`src/rtl/dbs_pkg.sv`:
```
package dbs_pkg;
  typedef enum logic [1:0] {
    CMD_NOP = 2'd0,
    CMD_ACT = 2'd1,
    CMD_RD  = 2'd2,
    CMD_PRE = 2'd3
  } dbs_cmd_e;

  typedef enum logic [1:0] {
    ST_IDLE = 2'd0,
    ST_RUN  = 2'd1,
    ST_DATA = 2'd2
  } dbs_state_e;

  localparam int NUM_TIMERS = 4;
  localparam int TI_RCD = 0;
  localparam int TI_RAS = 1;
  localparam int TI_RP  = 2;
  localparam int TI_CAS = 3;
endpackage

```
`src/rtl/dbs_delay_timer.sv`:
```
module dbs_delay_timer #(
  parameter int TW = 5
) (
  input  logic          clk,
  input  logic          rst,
  input  logic          load,
  input  logic [TW-1:0] load_val,
  output logic          expired
);
  logic [TW-1:0] cnt;

  always_ff @(posedge clk) begin
    if (rst) begin
      cnt <= '0;
    end else if (load) begin
      cnt <= load_val;
    end else if (cnt != '0) begin
      cnt <= cnt - TW'(1);
    end
  end

  assign expired = (cnt == '0);

  // clamped delays always load at least one wait cycle
  p_load_waits_r9: assert property (@(posedge clk) disable iff (rst)
    load |=> !expired);
endmodule

```
`src/rtl/dbs_cfg_shadow.sv`:
```
module dbs_cfg_shadow #(
  parameter int TW = 5
) (
  input  logic          clk,
  input  logic          rst,
  input  logic          sample,
  input  logic          in_rate2,
  input  logic [TW-1:0] in_rcd,
  input  logic [TW-1:0] in_cas,
  input  logic [TW-1:0] in_rp,
  input  logic [TW-1:0] in_ras,
  output logic          sh_rate2,
  output logic [TW-1:0] sh_rcd,
  output logic [TW-1:0] sh_cas,
  output logic [TW-1:0] sh_rp,
  output logic [TW-1:0] sh_ras,
  output logic          warn
);
  localparam int SW = TW + 2;
  localparam logic [TW-1:0] MIN_VAL = TW'(2);

  function automatic logic [TW-1:0] floor2(input logic [TW-1:0] v);
    return (v < MIN_VAL) ? MIN_VAL : v;
  endfunction

  logic [SW-1:0] need_ras;
  assign need_ras = SW'(sh_rcd) + SW'(sh_cas) + SW'(2);

  always_ff @(posedge clk) begin
    if (rst) begin
      sh_rate2 <= 1'b0;
      sh_rcd   <= MIN_VAL;
      sh_cas   <= MIN_VAL;
      sh_rp    <= MIN_VAL;
      sh_ras   <= MIN_VAL;
      warn     <= 1'b0;
    end else begin
      if (sample) begin
        sh_rate2 <= in_rate2;
        sh_rcd   <= floor2(in_rcd);
        sh_cas   <= floor2(in_cas);
        sh_rp    <= floor2(in_rp);
        sh_ras   <= floor2(in_ras);
      end
      warn <= (SW'(sh_ras) < need_ras);
    end
  end

  p_hold_cfg_r11: assert property (@(posedge clk) disable iff (rst)
    !sample |=> ($stable(sh_rcd) && $stable(sh_cas) && $stable(sh_rp) &&
                 $stable(sh_ras) && $stable(sh_rate2)));
endmodule

```
`src/rtl/dbs_row_tracker.sv`:
```
module dbs_row_tracker #(
  parameter int RW = 13
) (
  input  logic          clk,
  input  logic          rst,
  input  logic          open_set,
  input  logic          open_clr,
  input  logic [RW-1:0] set_row,
  input  logic [RW-1:0] cmp_row,
  output logic          is_open,
  output logic          hit
);
  logic [RW-1:0] cur_row;

  always_ff @(posedge clk) begin
    if (rst) begin
      is_open <= 1'b0;
      cur_row <= '0;
    end else if (open_set) begin
      is_open <= 1'b1;
      cur_row <= set_row;
    end else if (open_clr) begin
      is_open <= 1'b0;
    end
  end

  assign hit = is_open && (cur_row == cmp_row);

  p_track_r7: assert property (@(posedge clk) disable iff (rst)
    open_set |=> (is_open && cur_row == $past(set_row)));
endmodule

```
`src/rtl/dram_bank_seq.sv`:
```
module dram_bank_seq
  import dbs_pkg::*;
#(
  parameter int TW = 5,
  parameter int RW = 13,
  parameter int CW = 10
) (
  input  logic          clk,
  input  logic          rst,
  input  logic          cfg_rate2,
  input  logic [TW-1:0] cfg_trcd,
  input  logic [TW-1:0] cfg_tcas,
  input  logic [TW-1:0] cfg_trp,
  input  logic [TW-1:0] cfg_tras,
  input  logic          req_valid,
  input  logic [RW-1:0] req_row,
  input  logic [CW-1:0] req_col,
  output logic          req_ready,
  output logic          cmd_cs,
  output logic [1:0]    cmd_op,
  output logic [RW-1:0] cmd_row,
  output logic [CW-1:0] cmd_col,
  output logic          rd_valid,
  output logic          cfg_warn
);
  localparam int NT = NUM_TIMERS;

  dbs_state_e state;
  dbs_cmd_e   pend;
  dbs_cmd_e   last_cmd;
  logic       cs_wait;
  logic [RW-1:0] lat_row;
  logic [CW-1:0] lat_col;

  logic          sh_rate2;
  logic [TW-1:0] sh_rcd, sh_cas, sh_rp, sh_ras;
  logic          row_open, row_hit;

  logic [NT-1:0]         tload;
  logic [NT-1:0]         tzero;
  logic [NT-1:0][TW-1:0] tval;

  logic gate, issue_act, issue_rd, issue_pre, accept;

  dbs_cfg_shadow #(.TW(TW)) u_cfg (
    .clk(clk), .rst(rst), .sample(state == ST_IDLE),
    .in_rate2(cfg_rate2), .in_rcd(cfg_trcd), .in_cas(cfg_tcas),
    .in_rp(cfg_trp), .in_ras(cfg_tras),
    .sh_rate2(sh_rate2), .sh_rcd(sh_rcd), .sh_cas(sh_cas),
    .sh_rp(sh_rp), .sh_ras(sh_ras), .warn(cfg_warn)
  );

  dbs_row_tracker #(.RW(RW)) u_rows (
    .clk(clk), .rst(rst), .open_set(issue_act), .open_clr(issue_pre),
    .set_row(lat_row), .cmp_row(req_row), .is_open(row_open), .hit(row_hit)
  );

  // delay timers: loaded with delay-1 when the starting command issues
  always_comb begin
    tload         = '0;
    tval          = '0;
    tload[TI_RCD] = issue_act;
    tval[TI_RCD]  = sh_rcd - TW'(1);
    tload[TI_RAS] = issue_act;
    tval[TI_RAS]  = sh_ras - TW'(1);
    tload[TI_RP]  = issue_pre;
    tval[TI_RP]   = sh_rp - TW'(1);
    tload[TI_CAS] = issue_rd;
    tval[TI_CAS]  = sh_cas - TW'(1);
  end

  for (genvar gi = 0; gi < NT; gi++) begin : g_timer
    dbs_delay_timer #(.TW(TW)) u_tmr (
      .clk(clk), .rst(rst), .load(tload[gi]), .load_val(tval[gi]),
      .expired(tzero[gi])
    );
  end

  always_comb begin
    gate = 1'b0;
    if (state == ST_RUN && !cs_wait) begin
      case (pend)
        CMD_PRE: gate = tzero[TI_RAS];
        CMD_ACT: gate = tzero[TI_RP];
        CMD_RD:  gate = tzero[TI_RCD];
        default: gate = 1'b0;
      endcase
    end
  end

  assign issue_act = gate && (pend == CMD_ACT);
  assign issue_rd  = gate && (pend == CMD_RD);
  assign issue_pre = gate && (pend == CMD_PRE);
  assign accept    = (state == ST_IDLE) && req_valid;
  assign req_ready = (state == ST_IDLE);

  always_ff @(posedge clk) begin
    if (rst) begin
      state    <= ST_IDLE;
      pend     <= CMD_NOP;
      last_cmd <= CMD_NOP;
      cs_wait  <= 1'b0;
      lat_row  <= '0;
      lat_col  <= '0;
      cmd_cs   <= 1'b0;
      cmd_op   <= CMD_NOP;
      cmd_row  <= '0;
      cmd_col  <= '0;
      rd_valid <= 1'b0;
    end else begin
      cmd_op   <= CMD_NOP;
      rd_valid <= 1'b0;
      cs_wait  <= 1'b0;
      if (cmd_op != CMD_NOP) last_cmd <= dbs_cmd_e'(cmd_op);
      case (state)
        ST_IDLE: begin
          if (accept) begin
            state   <= ST_RUN;
            cmd_cs  <= 1'b1;
            cs_wait <= sh_rate2;
            lat_row <= req_row;
            lat_col <= req_col;
            pend    <= row_hit ? CMD_RD : (row_open ? CMD_PRE : CMD_ACT);
          end
        end
        ST_RUN: begin
          if (gate) begin
            cmd_op  <= pend;
            cmd_row <= lat_row;
            cmd_col <= lat_col;
            case (pend)
              CMD_PRE: pend <= CMD_ACT;
              CMD_ACT: pend <= CMD_RD;
              default: begin
                pend  <= CMD_NOP;
                state <= ST_DATA;
              end
            endcase
          end
        end
        ST_DATA: begin
          if (tzero[TI_CAS]) begin
            rd_valid <= 1'b1;
            cmd_cs   <= 1'b0;
            state    <= ST_IDLE;
          end
        end
        default: state <= ST_IDLE;
      endcase
    end
  end

  p_cs_before_cmd_r1: assert property (@(posedge clk) disable iff (rst)
    (cmd_op != CMD_NOP) |-> (cmd_cs && $past(cmd_cs)));
  p_cs_two_cycle_r1: assert property (@(posedge clk) disable iff (rst)
    (cmd_op != CMD_NOP && sh_rate2) |-> $past(cmd_cs, 2));
  p_strobe_pulse_r3: assert property (@(posedge clk) disable iff (rst)
    rd_valid |=> !rd_valid);
  p_read_after_act_r6: assert property (@(posedge clk) disable iff (rst)
    (cmd_op == CMD_RD) |-> (last_cmd == CMD_ACT || last_cmd == CMD_RD));
  p_no_double_act_r6: assert property (@(posedge clk) disable iff (rst)
    (cmd_op == CMD_ACT) |-> (last_cmd != CMD_ACT));
  p_busy_until_strobe_r10: assert property (@(posedge clk) disable iff (rst)
    rd_valid |-> $past(!req_ready));
endmodule

```
`config.mk`:
```
export PLATFORM = sky130hd
export DESIGN_NAME = dram_bank_seq
export DESIGN_NICKNAME = d
export VERILOG_FILES = /design/src/rtl/dbs_pkg.sv /design/src/rtl/dbs_delay_timer.sv /design/src/rtl/dbs_cfg_shadow.sv /design/src/rtl/dbs_row_tracker.sv /design/src/rtl/dram_bank_seq.sv
export SDC_FILE = /design/constraint.sdc
export NUM_CORES = 1
export LEC_CHECK = 0
export CORE_MARGIN = 4
export CORE_UTILIZATION = 55
export CTS_CLUSTER_SIZE = 30
export DETAILED_ROUTE_END_ITERATION = 12
export PLACE_DENSITY = 0.81
export SLEW_MARGIN = 5
export SYNTH_ARGS = -nofsm -noshare
export SYNTH_HDL_FRONTEND = slang
export SYNTH_SLANG_ARGS = --single-unit
```
`constraint.sdc`:
```
create_clock -name clk -period 7.7 [get_ports clk]
set_input_delay 2.31 -clock clk [delete_from_list [all_inputs] [get_ports clk]]
set_output_delay 2.31 -clock clk [all_outputs]
set_load 0.03 [all_outputs]
```
==> Implementation_results.wiki <==
{| class="wikitable"
! Metric !! Value
|-
| EDFF count, synth || 0
|-
| Minimum period implied by the final worst setup slack || 4.97 ns
|-
| Power per cell area || 248 mW/mm^2
|-
| Post-route setup TNS || 0 ns
|-
| Final Hold Fails || 0
|-
| Worst supply voltage drop on vdd || ~0.11 mV
|-
| TritonCTS clock tree || yes
|-
| Crit. Startpoint || state[0]
|-
| Root cell of the clock tree || sky130_fd_sc_hd__clkbuf_8
|-
| Startpoint Class || flop
|-
| Worst Reg2Reg Path Length in Cells || 10
|-
| Critical Path Max Stage Delay || around 0.81 ns
|-
| Fmax || around 200 MHz
|-
| Worst Hold Margin || 0.461 ns
|-
| Slack of the worst reg-to-reg path || 4.47 ns
|-
| Proportion of total power due to net switching || 0.344
|-
| Cell area after technology mapping || 0.00503 sq mm
|-
| Number of warning messages in the yosys log || 0
|-
| Nets in the synthesized netlist || approximately 650
|-
| Count of filler cells inserted in the layout || ~720
|-
| Number of placed I/O pins || 76
|-
| DRC || 0
|-
| Num rows || 34
|-
| Design internal power || 0.976 mW
|-
| Number of antenna violations at the first check in global routing || 0
|-
| Num CTS Buffers || 9
|-
| Static leakage || around 2.2 nW
|-
| Antenna diode count || 0
|-
| Terminus of the critical flop-to-flop path || g_timer[2].u_tmr.cnt[4]
|-
| Master of the slowest instance on the critical path || sky130_fd_sc_hd__clkdlybuf4s50_1
|-
| Sw power || roughly 0.51 mW
|-
| Routed WL per cell || ~15 um
|-
| Final weighted congestion in routability-driven placement || approximately 0.84
|-
| Detail Route Antenna Nets || 0
|-
| Crit path cell chain || or2_2 -> inv_1 -> clkdlybuf4s50_1
|-
| Layout Area Growth over Synthesis || 19.3%
|-
| Worst setup path endpoint || req_ready
|-
| Worst-path maximum fanout || 24
|-
| DRC marker count from the first detailed-route iteration || slightly below 200
|-
| Critical path required time || 5.39 ns
|-
| Part of the power in the clock network || 0.228
|-
| Area of the die || roughly 0.011 sq mm
|-
| Worst hold path type || flop to flop
|-
| Post-CTS Setup Bufs || 0
|-
| Flops & latches, synth || between 100 and 150
|-
| Register area share after synthesis || 0.442
|-
| Tightest Pin Transition || roughly 1.1 ns
|-
| Share of post-route cells with drive strength above 1 || 0.0660
|-
| Share of power burned in registers || 0.465
|-
| Initial DRT Pass Iterations || 4
|-
| Remaining global-route overflow || 0
|-
| Startpoint-to-endpoint class of the critical path || flop to output port
|-
| DRT Wirelength || 11700 um
|-
| Later-pin clock latency in the skew report || 0.38 ns
|-
| Async S/R FF share, synth || 0
|-
| Post-route fraction of the period consumed by the critical path || 0.645
|-
| Via count of the first global-routing pass || roughly 4300
|-
| Syn Inst Count || about 590
|-
| Worst-case clock skew || ~0.016 ns
|-
| Worst slew margin || 0.288
|-
| Vias after detailed routing || between 4000 and 5000
|-
| Die W || roughly 100 um
|-
| Final setup violation count || 0
|-
| Register clock-pin slew on the reported worst setup and hold paths || ~0.1 ns
|-
| Clock tree sinks || between 100 and 150
|-
| Final nets || about 700
|-
| Clock buffer depth || 2
|-
| First-pass GRT wire length || about 20000 um
|-
| Avg Inst Size Synth || around 8.6 sq um
|-
| Unique cell type count in the Yosys netlist || 62
|-
| Chip Height || ~100 um
|-
| Unrepaired setup endpoints after global routing || no
|-
| Maximum number of pins on one net before global-route repair || ~100
|-
| CP Capture Type || output port
|-
| Count of final max-slew check failures || 0
|-
| Via density per instance || about 5.7
|-
| Leading register cell type out of synthesis || sky130_fd_sc_hd__dfxtp_1
|-
| Half-perimeter wire length after detailed placement || ~8100 um
|-
| Arrival @ worst endpoint || about 2.7 ns
|-
| Outcome || completed
|-
| Number of buffers added to fix hold violations after cts || 0
|-
| Htree depth || 3
|-
| Core area || just under 0.009 sq mm
|-
| Total track usage || 0.220
|-
| Reg-to-reg startpoint || g_timer[1].u_tmr.cnt[0]
|-
| Max Cap Viol || 0
|-
| Initial core utilization || 0.571
|-
| Number of gates given a new drive strength after cts || 0
|-
| Fraction of power consumed by combinational cells || 0.307
|-
| Number of buffer cells added on primary ports || 75
|}
-- synthesized netlist by cell type (8+ instances only) --
library cell	count	area, sq um
sky130_fd_sc_hd__nand2_1	123	462
sky130_fd_sc_hd__dfxtp_1	111	2220
sky130_fd_sc_hd__a21oi_1	68	340
sky130_fd_sc_hd__nor2_1	37	139
sky130_fd_sc_hd__mux2i_1	31	310
sky130_fd_sc_hd__xnor2_1	19	166
sky130_fd_sc_hd__inv_1	17	63.8
sky130_fd_sc_hd__nor3_1	17	85.1
sky130_fd_sc_hd__clkbuf_1	15	56.3
sky130_fd_sc_hd__ha_1	14	175
sky130_fd_sc_hd__a211oi_1	13	97.6
sky130_fd_sc_hd__or3_1	13	81.3
sky130_fd_sc_hd__xor2_1	9	78.8
sky130_fd_sc_hd__buf_2	8	40.0
-- cell type report --
type,count,area [sq um],share of cell area
clock inverters,7,75.1,0.0125
flip-flops and latches,111,2220,0.370
clock buffers,9,124,0.0206
multi-input cells,428,2610,0.434
well taps,108,135,0.0225
repair buffers,78,768,0.128
inverters,19,71.3,0.0119
-- worst min-delay path by stage --
stage / start / to / cells past startpoint
final: lat_col[0] / lat_col[0] / 2
after global routing: lat_col[1] / lat_col[1] / 2
after CTS: lat_col[0] / lat_col[0] / 2
after detailed placement: lat_col[0] / lat_col[0] / 2
after global placement: lat_col[3] / lat_col[3] / 2
after floorplan: u_cfg.sh_rate2 / u_cfg.sh_rate2 / 2
-- cell families (layout without fill, tap and decap cells) --
logic type,after synthesis,count (layout),synth area share
simple gates,239,239,0.225
compound gates,115,115,0.143
flops,111,111,0.442
buf+inv,48,113,0.0415
mux,31,31,0.0617
xor+xnor,28,28,0.0487
fa+ha+maj,15,15,0.0388
-- per-layer routing --
metal	GRT usage	vias up	wire (um)
met4	0.0465	0	97
met2	0.394	124	5900
met1	0.262	2050	5000
li1	-	2138	-
met5	0	-	0
met3	0.0609	10	738
-- registers in the layout (all words and copies together) (netlist names) --
register / flops
u_cfg.warn: 1
state: 2
u_cfg.sh_cas: 5
u_cfg.sh_rp: 5
u_rows.is_open: 1
cmd_cs: 1
lat_col: 10
cmd_op: 2
u_rows.cur_row: 13
cmd_row: 13
pend: 2
cs_wait: 1
u_cfg.sh_rcd: 5
u_cfg.sh_ras: 5
cmd_col: 10
rd_valid: 1
g_timer.u_tmr.cnt: 20
lat_row: 13
u_cfg.sh_rate2: 1
-- critical path: cells and delay by family, from the launching register on --
kind,cells,cell delay [ns]
and+or+nand+nor,1,0.48
buffers and inverters,2,1.43
DFF,1,0.38
-- cell usage in the layout, fill, tap and decap left out, types with 3 or more instances in the layout --
| master | instances |
|---|---|
| sky130_fd_sc_hd__a211oi_1 | 13 |
| sky130_fd_sc_hd__a21oi_1 | 68 |
| sky130_fd_sc_hd__and3_1 | 4 |
| sky130_fd_sc_hd__buf_4 | 3 |
| sky130_fd_sc_hd__clkbuf_8 | 9 |
| sky130_fd_sc_hd__clkdlybuf4s50_1 | 74 |
| sky130_fd_sc_hd__dfxtp_1 | 111 |
| sky130_fd_sc_hd__ha_1 | 14 |
| sky130_fd_sc_hd__inv_1 | 17 |
| sky130_fd_sc_hd__mux2i_1 | 31 |
| sky130_fd_sc_hd__nand2_1 | 123 |
| sky130_fd_sc_hd__nand2b_1 | 5 |
| sky130_fd_sc_hd__nand3_1 | 5 |
| sky130_fd_sc_hd__nor2_1 | 37 |
| sky130_fd_sc_hd__nor3_1 | 17 |
| sky130_fd_sc_hd__nor4_1 | 3 |
| sky130_fd_sc_hd__o21ai_0 | 4 |
| sky130_fd_sc_hd__o22ai_1 | 4 |
| sky130_fd_sc_hd__o311a_1 | 4 |
| sky130_fd_sc_hd__o41ai_1 | 4 |
| sky130_fd_sc_hd__or2_2 | 6 |
| sky130_fd_sc_hd__or3_1 | 13 |
| sky130_fd_sc_hd__xnor2_1 | 19 |
| sky130_fd_sc_hd__xor2_1 | 9 |
-- power groups by stage --
| stage | combinational (mW) | clock, mW | sequential (mW) |
|---|---|---|---|
| finish | 0.456 | 0.339 | 0.692 |
| global route | 0.509 | 0.371 | 0.701 |
| CTS | 0.457 | 0.348 | 0.691 |
| detailed placement | 0.453 | 0 | 0.703 |
| global placement | 0.433 | 0 | 0.700 |
| floorplan | 0.342 | 0 | 0.694 |
-- through the flow --
step	utilization	area, sq um	power, mW	cells	setup WS [ns]
after floorplan	-	5030	1.04	587	3.83
after global placement	0.659	5800	1.13	744	3.21
after detailed placement	0.659	5800	1.16	744	3.16
after CTS	0.682	6000	1.50	760	2.74
after global routing	0.682	6000	1.58	760	2.58
final	0.682	6000	1.49	760	2.73
(Power assumes the default switching activity.)
